### src/rtl/tag_word_packer.sv
module tag_word_packer #(
  parameter int RAW_SLOTS = 32,
  parameter int IN_DEPTH  = 4,
  parameter int CNT_W     = 9
) (
  input  logic             clk,
  input  logic             rst_n,
  input  logic             cfg_out_we,
  input  logic             cfg_in_we,
  input  logic [CNT_W-1:0] cfg_cnt,
  input  logic             wr_en,
  input  logic [31:0]      wr_data,
  output logic             ent_valid,
  output logic [15:0]      ent_data,
  input  logic             ent_pop,
  input  logic             rx_valid,
  input  logic [7:0]       rx_byte,
  output logic             rx_ready,
  input  logic             rd_en,
  output logic             rd_valid,
  output logic [31:0]      rd_data,
  output logic [11:0]      status
);
  localparam int DEPTH = RAW_SLOTS / 2;
  localparam int AW    = $clog2(DEPTH);
  localparam int IAW   = $clog2(IN_DEPTH);
  localparam logic [AW:0]  DEPTH_L = (AW+1)'(DEPTH);
  localparam logic [AW:0]  HALF_L  = (AW+1)'(DEPTH / 2);
  localparam logic [IAW:0] IN_L    = (IAW+1)'(IN_DEPTH);

  // transmit side
  logic [15:0]      omem [DEPTH];
  logic [AW-1:0]    owp, orp;
  logic [AW:0]      olvl;
  logic [CNT_W-1:0] oleft, opend;
  logic             ovr, oarm;
  logic [1:0]       need;
  logic [AW:0]      ofree;
  logic             wr_try, wr_ok, pop_ok;

  assign need   = (oleft > CNT_W'(1)) ? 2'd2 : {1'b0, oleft != '0};
  assign ofree  = DEPTH_L - olvl;
  assign wr_try = wr_en && need != 2'd0;
  assign wr_ok  = wr_try && ofree >= (AW+1)'(need);
  assign pop_ok = ent_pop && olvl != '0;

  assign ent_valid = olvl != '0;
  assign ent_data  = omem[orp];

  always_ff @(posedge clk) begin
    if (!rst_n) begin
      owp <= '0; orp <= '0; olvl <= '0;
      oleft <= '0; opend <= '0; ovr <= 1'b0; oarm <= 1'b0;
    end else if (cfg_out_we) begin
      owp <= '0; orp <= '0; olvl <= '0;
      oleft <= cfg_cnt; opend <= cfg_cnt; ovr <= 1'b0; oarm <= 1'b1;
    end else begin
      if (wr_ok) begin
        owp   <= owp + AW'(need);
        oleft <= oleft - CNT_W'(need);
      end
      if (wr_try && !wr_ok) ovr <= 1'b1;
      if (pop_ok) begin
        orp   <= orp + AW'(1);
        opend <= opend - CNT_W'(1);
      end
      olvl <= olvl + (AW+1)'(wr_ok ? need : 2'd0) - (AW+1)'(pop_ok);
    end
  end

  always_ff @(posedge clk) begin
    if (rst_n && !cfg_out_we && wr_ok) begin
      omem[owp] <= wr_data[15:0];
      if (need == 2'd2) omem[owp + AW'(1)] <= wr_data[31:16];
    end
  end

  // receive side
  logic [31:0]      imem [IN_DEPTH];
  logic [IAW-1:0]   iwp, irp;
  logic [IAW:0]     ilvl;
  logic [CNT_W-1:0] ileft;
  logic             iph, iarm;
  logic [7:0]       ilo;
  logic             rx_ok, commit, rd_ok;
  logic [31:0]      cword;

  assign rx_ready = ileft != '0 && ilvl != IN_L;
  assign rx_ok    = rx_valid && rx_ready;
  assign commit   = rx_ok && (iph || ileft == CNT_W'(1));
  assign cword    = iph ? {8'h00, rx_byte, 8'h00, ilo} : {24'h0, rx_byte};
  assign rd_ok    = rd_en && ilvl != '0;
  assign rd_valid = ilvl != '0;
  assign rd_data  = imem[irp];

  always_ff @(posedge clk) begin
    if (!rst_n) begin
      iwp <= '0; irp <= '0; ilvl <= '0; ileft <= '0;
      iph <= 1'b0; iarm <= 1'b0; ilo <= '0;
    end else if (cfg_in_we) begin
      iwp <= '0; irp <= '0; ilvl <= '0; ileft <= cfg_cnt;
      iph <= 1'b0; iarm <= 1'b1;
    end else begin
      if (rx_ok) begin
        ileft <= ileft - CNT_W'(1);
        iph   <= !commit;
        if (!iph) ilo <= rx_byte;
      end
      if (commit) iwp <= iwp + IAW'(1);
      if (rd_ok)  irp <= irp + IAW'(1);
      ilvl <= ilvl + (IAW+1)'(commit) - (IAW+1)'(rd_ok);
    end
  end

  always_ff @(posedge clk) begin
    if (rst_n && !cfg_in_we && commit) imem[iwp] <= cword;
  end

  assign status = {iarm && ileft == '0, oarm && opend == '0, 1'b0,
                   olvl <= HALF_L && oleft != '0, 1'b0, ofree < (AW+1)'(2),
                   ilvl != '0, olvl != '0, 1'b0, ovr, 2'b00};

  p_lvl_bound_r4: assert property (@(posedge clk) disable iff (!rst_n)
    olvl <= DEPTH_L);
  p_drop_keeps_level_r5: assert property (@(posedge clk) disable iff (!rst_n)
    (wr_try && !wr_ok && !pop_ok && !cfg_out_we) |=> $stable(olvl));
  p_ovr_sticky_r5: assert property (@(posedge clk) disable iff (!rst_n)
    (status[2] && !cfg_out_we) |=> status[2]);
  p_exhausted_no_push_r6: assert property (@(posedge clk) disable iff (!rst_n)
    (oleft == '0 && !cfg_out_we && !pop_ok) |=> $stable(olvl));
  p_odd_single_r3: assert property (@(posedge clk) disable iff (!rst_n)
    (wr_ok && oleft == CNT_W'(1) && !pop_ok && !cfg_out_we) |=> olvl == $past(olvl) + (AW+1)'(1));
  p_done_holds_r9: assert property (@(posedge clk) disable iff (!rst_n)
    (status[10] && !cfg_out_we) |=> status[10]);
  p_in_bound_r12: assert property (@(posedge clk) disable iff (!rst_n)
    ilvl <= IN_L);
  p_full_no_take_r12: assert property (@(posedge clk) disable iff (!rst_n)
    (ilvl == IN_L && !rd_ok && !cfg_in_we) |=> $stable(ileft));
endmodule

### config.mk
export PLATFORM = sky130hd
export DESIGN_NAME = tag_word_packer
export DESIGN_NICKNAME = d
export VERILOG_FILES = /design/src/rtl/tag_word_packer.sv
export SDC_FILE = /design/constraint.sdc
export NUM_CORES = 1
export LEC_CHECK = 0
export BUFFER_PORTS_ARGS = -buffer_cell sky130_fd_sc_hd__buf_2
export CORE_ASPECT_RATIO = 1.75
export CORE_MARGIN = 8
export CORE_UTILIZATION = 57
export DETAILED_ROUTE_END_ITERATION = 8
export PLACE_DENSITY = 0.76
export SYNTH_ARGS = -nofsm -noshare
export SYNTH_HDL_FRONTEND = slang
export SYNTH_SLANG_ARGS = --single-unit
### constraint.sdc
create_clock -name clk -period 5.8 [get_ports clk]
set_clock_uncertainty 0.15 [all_clocks]
set_input_delay 0.87 -clock clk [delete_from_list [all_inputs] [get_ports clk]]
set_output_delay 0.87 -clock clk [all_outputs]
set_load 0.01 [all_outputs]
Word-level counts from Yosys, hierarchy flattened
Memory sizes are Yosys's and may differ from the RTL's. A register that Yosys moved wholly into a read port is not among the register bits.
Index checks and enable logic that the tools add are counted.
W data, S select, Z words.
{"block": "totals", "ff_bits": 59, "ramBits": 352, "inputBits": 57, "out_inout_bits": 63, "word_cells": 92, "memories": 2}
{"name": "omem", "depth": 16, "width": 16, "rd": 1, "rd_clocked_by_memory_dff": 1, "wr": 2, "line_no": "32", "rtl": "logic [15:0] omem [DEPTH];"}
{"name": "imem", "depth": 4, "width": 24, "rd": 1, "rd_clocked_by_memory_dff": 1, "wr": 1, "line_no": "79", "rtl": "logic [31:0] imem [IN_DEPTH];"}
{"block": "classes", "n_addsub": 13, "order_cmp": 4, "n_eq_ne": 3, "n_mux": 20, "n_bitwise": 3, "reduce_logical": 33}
{"op": "$mux W9", "n": 6}
{"op": "$mux W24", "n": 1}
{"op": "$logic_not A9 Y1", "n": 2}
{"op": "$reduce_bool A9 Y1", "n": 2}
{"op": "$sub A9 B1 Y9 const B", "n": 2}
{"op": "$logic_and A1 B1 Y1", "n": 15}
{"op": "$eq A9 B1 Y1 const B", "n": 1}
{"op": "$gt A9 B1 Y1 const B", "n": 1}
{"op": "$sub A9 B2 Y9", "n": 1}
{"op": "$add A4 B1 Y4 const B", "n": 2}
{"op": "$mux W2", "n": 4}
{"op": "$mux W4", "n": 2}
{"op": "$reduce_bool A2 Y1", "n": 4}
{"op": "$mux W1", "n": 7}
{"op": "$add A5 B2 Y5", "n": 1}
{"op": "$ge A5 B2 Y1", "n": 1}
{"op": "$le A5 B4 Y1 const B", "n": 1}
{"op": "$lt A5 B2 Y1 const B", "n": 1}
{"op": "$reduce_bool A5 Y1", "n": 1}
{"op": "$sub A5 B1 Y5", "n": 1}
{"op": "$sub A5 B5 Y5 const A", "n": 1}
{"op": "$add A2 B1 Y2 const B", "n": 2}
{"op": "$add A4 B2 Y4", "n": 1}
{"op": "$logic_not A1 Y1", "n": 4}
{"op": "other kinds (9)", "n": 12}

Longest topological paths before layout
Gate-level depths: netlist (run 1).
{"block": "depth", "word_depth": 8, "mapped_depth": 22, "mapped_depth_nobuf": 19}

Worst setup path after synthesis (run 1)
OpenSTA, ideal clock, no wires.
{"block": "synth_timing", "path_kind": "register to register", "start": "register oleft[3]", "end": "memory omem[3][0] (enable)", "setup_time_ns": 0.409, "t_arrival_ns": 3.893, "required_ns": 5.241, "path_slack_ns": 1.348, "path_stages_with_launch": 13, "path_buffers": 2, "period_less_slack_ns": 4.452, "cell_sequence": "dfxtp_1 > or4_4 > nor2_4 > inv_4 > nor2_1 > ha_1 > nand2b_1 > a211oi_1 > o21a_1 > buf_4 > buf_4 > or4_1 > nor3_1"}
{"element": "start: declaration", "line_no": "35", "rtl": "logic [CNT_W-1:0] oleft, opend;"}
{"element": "start signal: assignment", "line_no": "60", "rtl": "oleft <= oleft - CNT_W'(need);"}
{"element": "end: declaration", "line_no": "32"}

Worst setup path after layout (run 1)
{"block": "layout_timing", "start": "register oleft[3]", "end": "register olvl[4]"}
{"block": "layout_between", "elab_chain_cells": 8, "elab_cells_between_ends": 10, "classes_between": "add/sub (2); order compare (2); mux (2); reduce/logical (4)"}
{"element": "$gt A9 B1 Y1 or $reduce_bool A9 Y1 (tied branches)", "line_no": "41", "rtl": "assign need = (oleft > CNT_W'(1)) ? 2'd2 : {1'b0, oleft != '0};"}
{"element": "$mux W2 (*)", "line_no": "41"}
{"element": "branches (longest 3 deep; another with $ge A5 B2 Y1)"}
{"element": "$mux W2 (*)", "line_no": "67", "rtl": "olvl <= olvl + (AW+1)'(wr_ok ? need : 2'd0) - (AW+1)'(pop_ok);"}
{"element": "$add A5 B2 Y5 (*)", "line_no": "67"}
{"element": "$sub A5 B1 Y5 (*)", "line_no": "67"}
{"element": "end signal: assignment", "line_no": "67"}
{"element": "end: declaration", "line_no": "34", "rtl": "logic [AW:0] olvl;"}
Mark *: on every way between the ends.
A chain may end at the register's enable or synchronous reset.

==> impl_metrics.ini, run 1 <==
[die]
die_h_um = 260
rows = 89
die_w_um = 156
dieArea_mm2 = 0.0405
io_pins = 120
start_util_pct = 57.8
core_mm2 = 0.0336

[synthesis]
yosys_warnings = 0
yosysSeqAreaShare_pct = 56.1
synth.distinct_cells = 59
postSynthCellCount = 1240
ys_seq_elements = 385
synth_edf_count = 320
synthFlopType = edfxtp_1
synth_top_area_cell = edfxtp_1
avgSynthCellArea_um2 = 15.7
mappedNetlistArea_mm2 = 0.0194
synth.area.top_cells = edfxtp_1 (49%), mux2_2 (12%), mux4_2 (11%)
synth_top_area_share_pct = 49.4
synth_async_sr_flop_share_pct = 0

[sta]
tns_ns = 0
fin_crit_ns = 4.85
max_freq_mhz = 206
setup_viol = 0
hold_violations = 0
drv_slew = 0
tightestPinTransition_ns = 1.27
rsz0062_at_grt = no
max-slew-margin-rel_pct = 15.2
timing.final.crit_share_pct = 83.6

[drt]
drtIter0Drc = 697
vias_per_cell = 6.25
vias = 11200
routedWlPerCell_um = 25.8
drc = 0
ant_nets = 0
first_pass_iters = 5
wl_um = 46200

[finish]
multi_input_area_mm2 = 0.00797
syn_to_final_growth_pct = 10.7
drive_gt1_share_pct = 43.9
nets = 1399
final_cells = 1792
nFillCells = 2515
regArea_mm2 = 0.0109

[pwr]
powerDensity_mw_per_mm2 = 316
p_leak_nw = 7.31
peakVddDrop_mv = 0.184

[hold_path]
min_path_type = flip-flop to flip-flop

[setup_path]
worstSetupEndpointType = flip-flop
ff2ff_setup_slack_ns = 0.95
max_stage_delay_ns = 0.76
required_ns = 6.03
cpLargestDelayFamily = simple AND/OR/NAND/NOR gates
cp_common_cell = nor2_1
cp_cell_sequence = or4_4 -> nor2_4 -> inv_4 -> nor2_1 -> ha_1 -> nand2b_1 -> a211oi_1 -> o21a_2 -> nor2_1 -> nand2_1 -> ha_1 -> inv_1 -> ha_1 -> fa_1 -> a21oi_1 -> nor2_1 -> nor2_1 -> xnor2_1 -> nor2_1
cp_slowest_cell = o21a_2
crit_buf_inv = 2
cp_max_fo = 34
worstSetupPathType = flip-flop to flip-flop
critical_path_arrival_ns = 5.08
cp-start-kind = flip-flop

[clock_tree]
cts_resized = 0
cts_setup_buffers = 0
clock_path_buffers = 3
cts_tree = built
cts.root.buffer_cell = clkbuf_16
cts.sinks = 385
clock_latency_ns = 0.53
clk_pin_slew_ns = 0.06
htree_num_levels = 2
cts_made_buffers = 36
ctsHoldBuffers = 0

[status]
outcome = complete, no violations

[global_route]
grt_max_degree = 65
grt_pass1_vias = 11700
grt_pass1_wl_um = 70100
antenna_found_initial = 2
grt_overflow = 0
groute.usage.overall_pct = 23.1

[place]
portBuffers = 98
post-place-cells = 1728
gp_congestion = 0.865
dp_hpwl_um = 28500

[run]
drv_cap = 0
## metrics by stage
stage / cell area (µm²) / util, % / total power, W / hold slack [ns] / setup slack [ns]
after global placement: 20300 / 60.4 / 0.00442 / 0.282 / 1.10
final: 21500 / 64.0 / 0.00681 / 0.307 / 0.949
after detailed placement: 20300 / 60.4 / 0.00445 / 0.294 / 1.01
after global routing: 21500 / 64.0 / 0.00706 / 0.338 / 0.648
after CTS: 21500 / 64.0 / 0.00685 / 0.309 / 1.00
after floorplan: 19500 / - / 0.00413 / 0.270 / 1.35
## cell usage after synthesis, types with 12 or more instances
cell      instances
edfxtp_1        320
ha_1             27
nor2b_1          15
buf_4            27
mux4_2           96
xnor2_1          14
nand3_1          13
and2_1           14
dfxtp_1          65
a21oi_1          21
nand2_1          29
mux2i_1          12
nor2_1           43
mux2_2          204
buf_2            15
o21ai_0          24
mux2_4           60
inv_1            30
clkbuf_1         59
## report_power, final
group          switching [W]  internal, W  total [W]  leakage (nW)
Sequential         0.0000849      0.00308    0.00316          3.46
Combinational       0.000708     0.000521    0.00123          3.27
Clock                0.00102      0.00139    0.00241         0.579
## metal layers
| layer | routed length (µm) | up-vias | part of all wire [%] | GRT usage [%] |
|---|---|---|---|---|
| met5 | 11 | - | 0.024 | 0 |
| li1 | - | 4914 | - | - |
| met4 | 2230 | 2 | 4.8 | 11.5 |
| met2 | 24800 | 362 | 54 | 41.4 |
| met3 | 2290 | 127 | 5.0 | 3.16 |
| met1 | 16900 | 5794 | 37 | 26.7 |
## cell families (layout without fill, tap and decap cells)
family                   Yosys count  count (layout)  share of synthesized area [%]
AND/OR/NAND/NOR                  194             194                           5.94
multiplexers                     372             372                           28.2
flip-flops                       385             385                           56.1
buffers and inverters            150             226                           3.76
adder cells (fa/ha/maj)           31              31                           2.15
other                              1              22                         0.0193
AO/OA/AOI/OAI                     85              85                           2.79
XOR/XNOR                          22              22                          0.992
## path summary, 6_finish.rpt
kind,start,end,cells past startpoint
max,oleft[3]$_SDFFE_PN0P_,olvl[4]$_SDFF_PP0_,19
min reg2reg,iarm$_SDFFE_PN0P_,iarm$_SDFFE_PN0P_,1
max reg2reg,oleft[3]$_SDFFE_PN0P_,olvl[4]$_SDFF_PP0_,19
min,iarm$_SDFFE_PN0P_,iarm$_SDFFE_PN0P_,1
## area by class of cell
class,count,share of cell area [%]
flip-flops and latches,385,50.7
multi-input cells,725,37.0
clock buffers,45,4.59
repair buffers,131,3.43
well taps,455,2.65
clock inverters,18,0.965
inverters,32,0.570
diodes,1,0.0116
## placed cells by master (no fill, tap or decap), types with 5 or more instances in the layout
cell / count
edfxtp_1: 320
mux2_2: 204
buf_2: 98
mux4_2: 96
dfxtp_1: 63
mux2_4: 60
clkbuf_16: 38
buf_4: 33
nor2_1: 32
inv_1: 30
nand2_1: 29
ha_1: 27
o21ai_0: 24
a21oi_1: 21
conb_1: 21
nor2b_1: 15
and2_1: 14
xnor2_1: 14
nand3_1: 13
mux2i_1: 12
or4_1: 11
nor3_4: 11
nor2_2: 10
a31oi_1: 10
or3_1: 8
xor2_1: 8
nor3_1: 7
nand2b_1: 7
nor4_1: 6
and3_1: 6
o31ai_1: 6
clkbuf_1: 6
a211oi_1: 5
nand4_1: 5
clkinv_1: 5
## state kept, by name, summed over array words and instances (netlist names), named ones only
register,cells
imem,64
olvl,5
ilvl,3
omem,256
oleft,9
ileft,9
orp,4
irp,2
opend,9
ovr,1
ilo,8
iarm,1
iph,1
oarm,1
iwp,2
owp,4
No activity file was read; power rests on OpenSTA's default activity.
==> inputs of run 2 (changes only) <==
==> constraint.sdc (replaced) <==
create_clock -name clk -period 4.9 [get_ports clk]
set_clock_uncertainty 0.15 [all_clocks]
set_input_delay 0.735 -clock clk [delete_from_list [all_inputs] [get_ports clk]]
set_output_delay 0.735 -clock clk [all_outputs]
set_load 0.01 [all_outputs]
==> run 2 against run 1 <==
Die area unchanged. Count of clock-buffer cells in the layout grew 4. Combinational power is 24% higher. Cell count rose by 0.45%. Via count fell by 0.55%. Largest power group unchanged. Maximum frequency grew 8.3%. Core utilization rose by 0.47 points. Critical path type unchanged.
==> impl_metrics.ini, run 2 (synthesis gave the netlist of run 1 again) <==
[setup_path]
cp_max_fo = 19
required_ns = 5.14
worstSetupEndpointType = flip-flop
r2r_end = olvl[4]$_SDFF_PP0_
r2r_cells = 19
critical_path_arrival_ns = 4.72
ff2ff_setup_slack_ns = 0.42
worstSetupPathType = flip-flop to flip-flop
cp-start-kind = flip-flop
timing.rr.start = oleft[3]$_SDFFE_PN0P_

[finish]
syn_to_final_growth_pct = 11.5
layout_common_cells = edfxtp_1 (320), mux2_2 (204), buf_2 (98), mux4_2 (96), dfxtp_1 (63)
regMostFlops = omem
largest_reg_flops = 256
top_regs = omem (256), imem (64)
final_area_mm2 = 0.0217
drive_gt1_share_pct = 44.5
final_common_cell = edfxtp_1
nets = 1411

[sta]
max-slew-margin-rel_pct = 17.6
timing.final.crit_share_pct = 91.4
rsz0062_at_grt = no
tightestPinTransition_ns = 1.23
drv_slew = 0
setup_viol = 0
max_freq_mhz = 223
fin_crit_ns = 4.48
hold_violations = 0
tns_ns = 0

[drt]
drtIter0Drc = 759
vias = 11100
routedWlPerCell_um = 25.9
first_pass_iters = 5
vias_per_cell = 6.19
wl_um = 46700
drc = 0
ant_nets = 0

[global_route]
grt_pass1_wl_um = 71200
antenna_found_initial = 2
grt_pass1_vias = 11900
groute.usage.overall_pct = 23.5
grt_overflow = 0
grt_max_degree = 65

[clock_tree]
clk_pin_slew_ns = 0.06
cts_resized = 0
cts_setup_buffers = 0
htree_num_levels = 2
clock_latency_ns = 0.53
cts.root.buffer_cell = clkbuf_16
clock_path_buffers = 3
ctsHoldBuffers = 0
cts_made_buffers = 37
cts_tree = built
cts.sinks = 385

[pwr]
p_clk_share_pct = 35.2
power_switching_w = 0.00216
p_leak_nw = 7.39
internal-power_w = 0.00593
power_frac_comb_pct = 18.8
p_seq_share_pct = 46.1
peakVddDrop_mv = 0.266
netSwitchingFraction_pct = 26.7
powerDensity_mw_per_mm2 = 373

[die]
die_w_um = 156
core_mm2 = 0.0336
die_h_um = 260
rows = 89
io_pins = 120
dieArea_mm2 = 0.0405
start_util_pct = 57.8

[place]
gp_congestion = 0.851
placed_area_mm2 = 0.0205
dp_hpwl_um = 29700
portBuffers = 98

[status]
outcome = complete, no violations

[hold_path]
whs_path_depth = 1
min_path_type = flip-flop to flip-flop
hold_start = iarm$_SDFFE_PN0P_
holdPathEnd = iarm$_SDFFE_PN0P_

[run]
drv_cap = 0
run 2: cell types whose count changed in the layout (fill, tap and decap cells not counted), moves of 2 or more:
cell and change:
clkinv_1 -3, clkinv_4 +2, buf_4 +4, clkinv_2 -3, bufinv_16 -2, clkbuf_8 +2
buf_12 +7, clkbuf_16 +2
run 2: cell type report:
| type | instances | area, µm² |
|---|---|---|
| Clock buffer | 49 | 1070 |
| Inverter | 32 | 123 |
| Sequential cell | 385 | 10900 |
| Tap cell | 455 | 569 |
| Timing Repair Buffer | 142 | 908 |
| Fill cell | 2474 | 12000 |
| Antenna cell | 1 | 2.50 |
| Multi-Input combinational cell | 725 | 7970 |
| Clock inverter | 11 | 121 |
run 2: worst max path at each step:
stage | start | end | slack (ns)
floorplan | oleft[3]$_SDFFE_PN0P_ | omem[3][0]$_DFFE_PP_ | 0.45
global placement | oleft[3]$_SDFFE_PN0P_ | olvl[4]$_SDFF_PP0_ | 0.61
detailed placement | oleft[3]$_SDFFE_PN0P_ | olvl[4]$_SDFF_PP0_ | 0.48
CTS | oleft[3]$_SDFFE_PN0P_ | olvl[4]$_SDFF_PP0_ | 0.46
global route | oleft[3]$_SDFFE_PN0P_ | olvl[4]$_SDFF_PP0_ | 0.19
finish | oleft[3]$_SDFFE_PN0P_ | olvl[4]$_SDFF_PP0_ | 0.42
run 2: worst max-delay path: stages, from the launching register on:
cell and delay (ns):
dfxtp_1 0.36, or4_4 0.60, nor2_4 0.22, inv_4 0.09
nor2_1 0.23, ha_1 0.29, nand2b_1 0.14, a211oi_1 0.33
o21a_2 0.44, nor2_1 0.15, nand2_1 0.10, ha_1 0.12
inv_1 0.04, ha_1 0.20, fa_1 0.42, a21oi_1 0.15
nor2_1 0.05, nor2_1 0.10, xnor2_1 0.12, nor2_1 0.05
run 2: power groups by stage:
stage / Combinational [W] / Clock [W] / Sequential (W)
final: 0.00152 / 0.00285 / 0.00373
after global routing: 0.00165 / 0.00300 / 0.00374
after floorplan: 0.00114 / 0 / 0.00375
after CTS: 0.00152 / 0.00289 / 0.00373
after global placement: 0.00148 / 0 / 0.00379
after detailed placement: 0.00151 / 0 / 0.00380
run 2: metrics by stage:
| step | util [%] | worst slack (ns) | std cells | hold slack [ns] | total power [W] |
|---|---|---|---|---|---|
| floorplan | - | 0.448 | 1260 | 0.270 | 0.00489 |
| global placement | 60.9 | 0.614 | 1739 | 0.288 | 0.00527 |
| detailed placement | 60.9 | 0.485 | 1739 | 0.302 | 0.00531 |
| CTS | 64.4 | 0.462 | 1799 | 0.316 | 0.00814 |
| global route | 64.4 | 0.186 | 1799 | 0.344 | 0.00839 |
| finish | 64.4 | 0.420 | 1800 | 0.315 | 0.00809 |
run 2: metal layers:
| metal | part of all wire (%) | vias up | track usage, % |
|---|---|---|---|
| li1 | - | 4935 | - |
| met1 | 37 | 5708 | 26.4 |
| met2 | 53 | 371 | 42.5 |
| met3 | 5.1 | 121 | 3.48 |
| met4 | 5.0 | 2 | 12.0 |
| met5 | 0.026 | - | 0 |
